$ cat src/rtl/sdr_trunc_seq.sv
module sdr_trunc_seq #(
  parameter int T_RDL = 2,
  parameter int T_RAS = 6,
  parameter int T_RP  = 3,
  parameter int LEN_W = 3,
  parameter int CNT_W = 8
) (
  input  logic             clk,
  input  logic             rst_n,
  input  logic             req_valid,
  output logic             req_ready,
  input  logic [1:0]       req_op,
  input  logic [1:0]       req_bank,
  input  logic [LEN_W-1:0] req_len,
  input  logic             req_pre,
  input  logic [1:0]       cas_lat,
  output logic [3:0]       cmd_n,
  output logic             cmd_a10,
  output logic [1:0]       cmd_bank,
  output logic             dqm,
  output logic             wr_valid,
  output logic             rd_capture
);
  localparam logic [3:0] C_NOP = 4'b0111, C_ACT = 4'b0011, C_RD = 4'b0101, C_WR = 4'b0100,
                         C_BST = 4'b0110, C_PRE = 4'b0010, C_MRS = 4'b0000;
  localparam logic [1:0] OP_ACT = 2'd0, OP_RD = 2'd1, OP_WR = 2'd2, OP_MRS = 2'd3;
  typedef logic [CNT_W-1:0] cnt_t;

  function automatic cnt_t need(cnt_t age);
    return (age + cnt_t'(1) >= cnt_t'(T_RAS)) ? '0 : cnt_t'(T_RAS - 1) - age;
  endfunction
  function automatic cnt_t mx(cnt_t a, cnt_t b);
    return (a > b) ? a : b;
  endfunction

  logic       busy, pre_q, any_open, acc;
  logic [1:0] op_q, bank_q;
  logic [3:0] open_q;
  cnt_t       t_q, len_q, cl_q, pre_off_q, mrs_off_q, end_q;
  cnt_t       ras_q [4];
  cnt_t       beats, cl, need_all, pre_n, mrs_n, end_n;

  assign req_ready = !busy;
  assign acc       = req_valid && !busy;
  assign any_open  = |open_q;
  assign beats     = cnt_t'(req_len) + cnt_t'(1);
  assign cl        = (cas_lat == 2'd3) ? cnt_t'(3) : cnt_t'(2);

  always_comb begin
    need_all = '0;
    for (int b = 0; b < 4; b++)
      if (open_q[b]) need_all = mx(need_all, need(ras_q[b]));
    pre_n = mx((req_op == OP_WR) ? beats + cnt_t'(T_RDL - 1) : beats, need(ras_q[req_bank]));
    mrs_n = '0;
    case (req_op)
      OP_ACT:  end_n = '0;
      OP_WR:   end_n = req_pre ? pre_n + cnt_t'(T_RP - 1) : beats;
      OP_RD:   end_n = req_pre ? mx(pre_n + cnt_t'(T_RP - 1), beats + cl - cnt_t'(1))
                               : beats + cl - cnt_t'(1);
      default: begin
        if (any_open) begin
          pre_n = need_all;
          mrs_n = need_all + cnt_t'(T_RP);
        end
        end_n = mrs_n + cnt_t'(1);
      end
    endcase
  end

  always_ff @(posedge clk) begin
    if (!rst_n) begin
      busy <= 1'b0; pre_q <= 1'b0; op_q <= '0; bank_q <= '0; open_q <= '0;
      t_q <= '0; len_q <= '0; cl_q <= '0; pre_off_q <= '0; mrs_off_q <= '0; end_q <= '0;
      for (int b = 0; b < 4; b++) ras_q[b] <= cnt_t'(T_RAS);
    end else begin
      for (int b = 0; b < 4; b++) begin
        if (acc && req_op == OP_ACT && req_bank == 2'(b)) ras_q[b] <= '0;
        else if (ras_q[b] < cnt_t'(T_RAS)) ras_q[b] <= ras_q[b] + cnt_t'(1);
      end
      if (acc) begin
        case (req_op)
          OP_ACT:  open_q[req_bank] <= 1'b1;
          OP_MRS:  open_q <= '0;
          default: if (req_pre) open_q[req_bank] <= 1'b0;
        endcase
        busy      <= 1'b1;
        t_q       <= '0;
        op_q      <= req_op;
        bank_q    <= req_bank;
        len_q     <= beats;
        cl_q      <= cl;
        pre_q     <= (req_op == OP_MRS) ? any_open : req_pre;
        pre_off_q <= pre_n;
        mrs_off_q <= mrs_n;
        end_q     <= end_n;
      end else if (busy) begin
        t_q <= t_q + cnt_t'(1);
        if (t_q == end_q) busy <= 1'b0;
      end
    end
  end

  always_comb begin
    cmd_n      = C_NOP;
    cmd_a10    = 1'b0;
    cmd_bank   = busy ? bank_q : 2'd0;
    dqm        = 1'b0;
    wr_valid   = 1'b0;
    rd_capture = 1'b0;
    if (busy) begin
      case (op_q)
        OP_ACT: if (t_q == '0) cmd_n = C_ACT;
        OP_WR: begin
          if (t_q == '0) cmd_n = C_WR;
          else if (!pre_q && t_q == len_q) cmd_n = C_BST;
          else if (pre_q && t_q == pre_off_q) cmd_n = C_PRE;
          wr_valid = t_q < len_q;
          dqm      = pre_q && t_q >= len_q && t_q <= pre_off_q;
        end
        OP_RD: begin
          if (t_q == '0) cmd_n = C_RD;
          else if (!pre_q && t_q == len_q) cmd_n = C_BST;
          else if (pre_q && t_q == pre_off_q) cmd_n = C_PRE;
          rd_capture = t_q >= cl_q && t_q < cl_q + len_q;
          dqm        = pre_q && t_q + cnt_t'(2) >= len_q + cl_q && t_q + cnt_t'(3) <= pre_off_q + cl_q;
        end
        default: begin
          if (pre_q && t_q == pre_off_q) begin
            cmd_n   = C_PRE;
            cmd_a10 = 1'b1;
          end else if (t_q == mrs_off_q) cmd_n = C_MRS;
        end
      endcase
    end
  end
endmodule

$ cat config.mk
export PLATFORM = sky130hd
export DESIGN_NAME = sdr_trunc_seq
export DESIGN_NICKNAME = d
export VERILOG_FILES = /design/src/rtl/sdr_trunc_seq.sv
export SDC_FILE = /design/constraint.sdc
export NUM_CORES = 1
export LEC_CHECK = 0
export BUFFER_PORTS_ARGS = -buffer_cell sky130_fd_sc_hd__buf_2
export CAP_MARGIN = 20
export CORE_MARGIN = 10
export CORE_UTILIZATION = 45
export CTS_BUF_LIST = sky130_fd_sc_hd__clkbuf_8
export CTS_CLUSTER_SIZE = 30
export DETAILED_ROUTE_END_ITERATION = 10
export GPL_ROUTABILITY_DRIVEN = 1
export GPL_TIMING_DRIVEN = 0
export PLACE_DENSITY_LB_ADDON = 0.08
export SYNTH_ARGS = -nofsm -noshare
export SYNTH_HDL_FRONTEND = slang
export SYNTH_SLANG_ARGS = --single-unit
$ cat constraint.sdc
create_clock -name clk -period 8.86 [get_ports clk]
set_input_delay 1.329 -clock clk [delete_from_list [all_inputs] [get_ports clk]]
set_output_delay 1.329 -clock clk [all_outputs]
set_load 0.005 [all_outputs]
==> results.sh <==
export IMPL_status="completed"
export IMPL_synth_distinct_cells=84
export IMPL_worstHoldStart="pre_off_q[7]"
export IMPL_arrival_ps=8490
export IMPL_slew_headroom_pct=15.3
export IMPL_grt_pass1_vias=7075
export IMPL_start_kind="flop"
export IMPL_wire_per_inst_um=18.0
export IMPL_synth_most_common_cell="ha_1"
export IMPL_grtUsageMet3_pct=2.49
export IMPL_maxSlewViolCount=0
export IMPL_fillers=1831
export IMPL_worstSetupEndpointType="flop"
export IMPL_worst_pin_slew_ps=1260
export IMPL_synth_fa_ha_area_share_pct=16.4
export IMPL_dp_hpwl_mm=19.1
export IMPL_routabilityCongestion=0.866
export IMPL_drtIter0Drc=524
export IMPL_rr_worst_depth=36
export IMPL_core_um2=18200
export IMPL_yosysWarningCount=0
export IMPL_period_share_pct=93.0
export IMPL_stdcell_area_um2=9150
export IMPL_r2r_slack_ps=620
export IMPL_synth_main_ff_cell="dfxtp_1"
export IMPL_avgSynthCellArea_um2=8.22
export IMPL_synth_edff_count=32
export IMPL_min_period_ps=8240
export IMPL_synthMuxAreaShare_pct=4.87
export IMPL_met1_usage_pct=29.7
export IMPL_synthArstFlopShare_pct=0
export IMPL_met2_usage_pct=27.9
export IMPL_fin_skew_ps=16.1
export IMPL_synth_simple_area_share_pct=22.1
export IMPL_antenna_found_initial=0
export IMPL_post_dp_cell_area_um2=8880
export IMPL_yosysTopAreaCell="ha_1"
export IMPL_grt_pass1_wl_mm=38.3
export IMPL_clockRootBuffer="clkbuf_8"
export IMPL_finalHoldViolCount=0
export IMPL_power_density_nw_per_um2=107
export IMPL_crit_family="compound AO/OA/AOI/OAI gates"
export IMPL_cts_sinks=80
export IMPL_hp_class="reg2reg"
export IMPL_r2r_start="ras_q[0][0]"
export IMPL_synth_compound_gate_area_share_pct=20.2
export IMPL_area_delta_synth_final_pct=8.58
export IMPL_port_buffers=21
export IMPL_grt_start_max_net_pins=14
export IMPL_crit_path_start="ras_q[0][0]"
export IMPL_start_util_pct=46.3
export IMPL_dieArea_um2=24600
export IMPL_max_freq_mhz=121
export IMPL_post_drt_via_cell_ratio=5.81
export IMPL_reg2reg_to="end_q[6]"
export IMPL_cts_buffer_depth=2
export IMPL_worstPathRequired_ps=9120
export IMPL_drive_gt1_share_pct=8.94
export IMPL_row_count=49
export IMPL_cpMostUsedCell="ha_1"
export IMPL_ys_top_cells_by_count="ha_1, nand2_1, nor2_1"
export IMPL_synth_top_family_by_area="simple AND/OR/NAND/NOR gates"
export IMPL_grt_ovfl_total=0
export IMPL_wl_mm=23.7
export IMPL_fin_nets=1203
export IMPL_critPathMaxStageDelay_ps=550
export IMPL_synth_top_cells_by_area="ha_1, dfxtp_1, edfxtp_1"
export IMPL_min_to="pre_off_q[7]"
export IMPL_num_io_pins=24
export IMPL_crit_type="reg2reg"
export IMPL_critPathMaxFanout=10
export IMPL_ys_seq_area_share_pct=22.8
export IMPL_synth_top_cell_area_share_pct=15.9
export IMPL_synth_area_um2=8430
export IMPL_cts_tree="built"
export IMPL_cp_slowest_cell="edfxtp_1"
export IMPL_clock_latency_ps=370
export IMPL_gr_usage_all_layers_pct=19.4
export IMPL_worstHoldPathCells=1
export IMPL_ant_nets=0
export IMPL_die_w_um=157
export IMPL_setup_viol=0
export IMPL_top_usage_layer="met1"
export IMPL_die_h_um=157
export IMPL_cap_violations=0
export IMPL_drc=0
export IMPL_worst_path_buf_inv=6
export IMPL_clkTransAtPathRegs_ps=80
export IMPL_dp_slack_ps=-209
export IMPL_fin_ws_ps=623
export IMPL_ys_seq_elements=80
export IMPL_firstDrtPassIters=5
export IMPL_vdd_drop_max_mv=0.0677
export IMPL_synthesis_instances=1026
export IMPL_numCtsBuffers=9
export IMPL_htreeDepth=3
export IMPL_power_leakage_nw=3.78
export IMPL_finalPower_mw=0.979
export IMPL_vias=7632
export IMPL_ctsHoldBuffers=0
export IMPL_synthXorXnorAreaFrac_pct=8.52
export IMPL_diodes=0
report_power, final:
| part | leakage, nW | internal [mW] | switching, mW |
|---|---|---|---|
| logic | 3.00 | 0.126 | 0.197 |
| clock network | 0.0932 | 0.0975 | 0.138 |
| registers | 0.686 | 0.399 | 0.0224 |
through the flow:
stage | hold slack, ps | instances | util (%) | setup TNS [ps]
floorplan | 427 | 1042 | - | 0
global placement | 440 | 1292 | 48.8 | -1360
detailed placement | 445 | 1292 | 48.8 | -1030
finish | 459 | 1314 | 50.3 | 0
CTS | 465 | 1307 | 49.7 | 0
global route | 497 | 1314 | 50.3 | -32.9
worst max path at each step:
| stage | depth (start not counted) | slack (ps) | end |
|---|---|---|---|
| 2_1_floorplan | 34 | 1150 | end_q[6] |
| 3_3_place_gp | 33 | -240 | end_q[5] |
| 3_5_place_dp | 33 | -210 | end_q[6] |
| 4_1_cts | 37 | 60 | end_q[6] |
| 5_1_grt | 33 | -30 | end_q[6] |
| 6_report | 36 | 620 | end_q[6] |
what timing repair did:
| action | 4_1_cts | 5_1_grt |
|---|---|---|
| endpoints found under the setup margin | 8 | 11 |
| gates resized for setup | 3 | 14 |
| buffers inserted | 0 | 9 |
| pin swaps | 0 | 1 |
registers in the layout (all words and copies together) (netlist names):
register	cells
cl_q	2
op_q	2
pre_off_q	8
mrs_off_q	8
t_q	8
ras_q	32
open_q	4
end_q	8
busy	1
bank_q	2
pre_q	1
len_q	4
layer usage:
metal	share of wire [%]	vias to the layer above	wire [um]
met3	4.9	18	1170
met1	52	3604	12300
li1	-	3813	-
met2	42	197	9910
met5	0	-	0
met4	1.2	0	274
area by class of cell:
type,instances,area [um2],area share (%)
Clock buffer,9,124,1.35
Sequential cell,80,1920,21.0
Timing Repair Buffer,30,173,1.89
Tap cell,229,287,3.13
Buffer,41,181,1.98
Inverter,65,244,2.67
Clock inverter,6,31.3,0.342
Multi-Input combinational cell,854,6190,67.6
worst register-to-register path: cells and delay by family, from the launching register on:
kind | cells | cell delay (ps)
muxes | 1 | 360
adders and majority gates | 6 | 1660
buffers and inverters | 6 | 910
AOI/OAI and AO/OA | 13 | 2940
and+or+nand+nor | 9 | 1460
DFF | 1 | 550
xor gates and xnor gates | 1 | 240
cell families after synthesis:
family | after synthesis
DFF | 80
other | 1
and+or+nand+nor | 373
muxes | 30
adders and majority gates | 109
buffers and inverters | 108
xor gates and xnor gates | 82
AOI/OAI and AO/OA | 243
placed cells by master (no fill, tap or decap), types with 6 or more instances in the layout:
master,synthesis,routed
inv_1,65,68
buf_4,1,10
nand3_1,36,36
mux4_2,8,8
a211oi_1,15,13
and2_1,16,16
nor2_1,75,74
nor4_1,9,9
nand2_1,103,103
o21ai_0,49,44
xor2_1,28,28
a21o_1,15,15
nand2b_1,25,25
clkbuf_1,30,28
conb_1,1,17
o31ai_1,7,7
mux2i_1,17,17
nand4_1,23,23
ha_1,107,106
o211ai_1,11,11
nor3_1,20,20
or3_1,7,7
dfxtp_1,48,48
xnor2_1,54,54
a31oi_1,7,7
edfxtp_1,32,32
nor2b_1,21,21
clkbuf_8,0,9
and3_1,13,13
o22ai_1,8,8
a21oi_1,47,47
o21a_1,9,8
buf_2,7,28
a21boi_0,14,14
o21ai_2,2,6
Note: power is estimated with default switching activity, not from simulation.
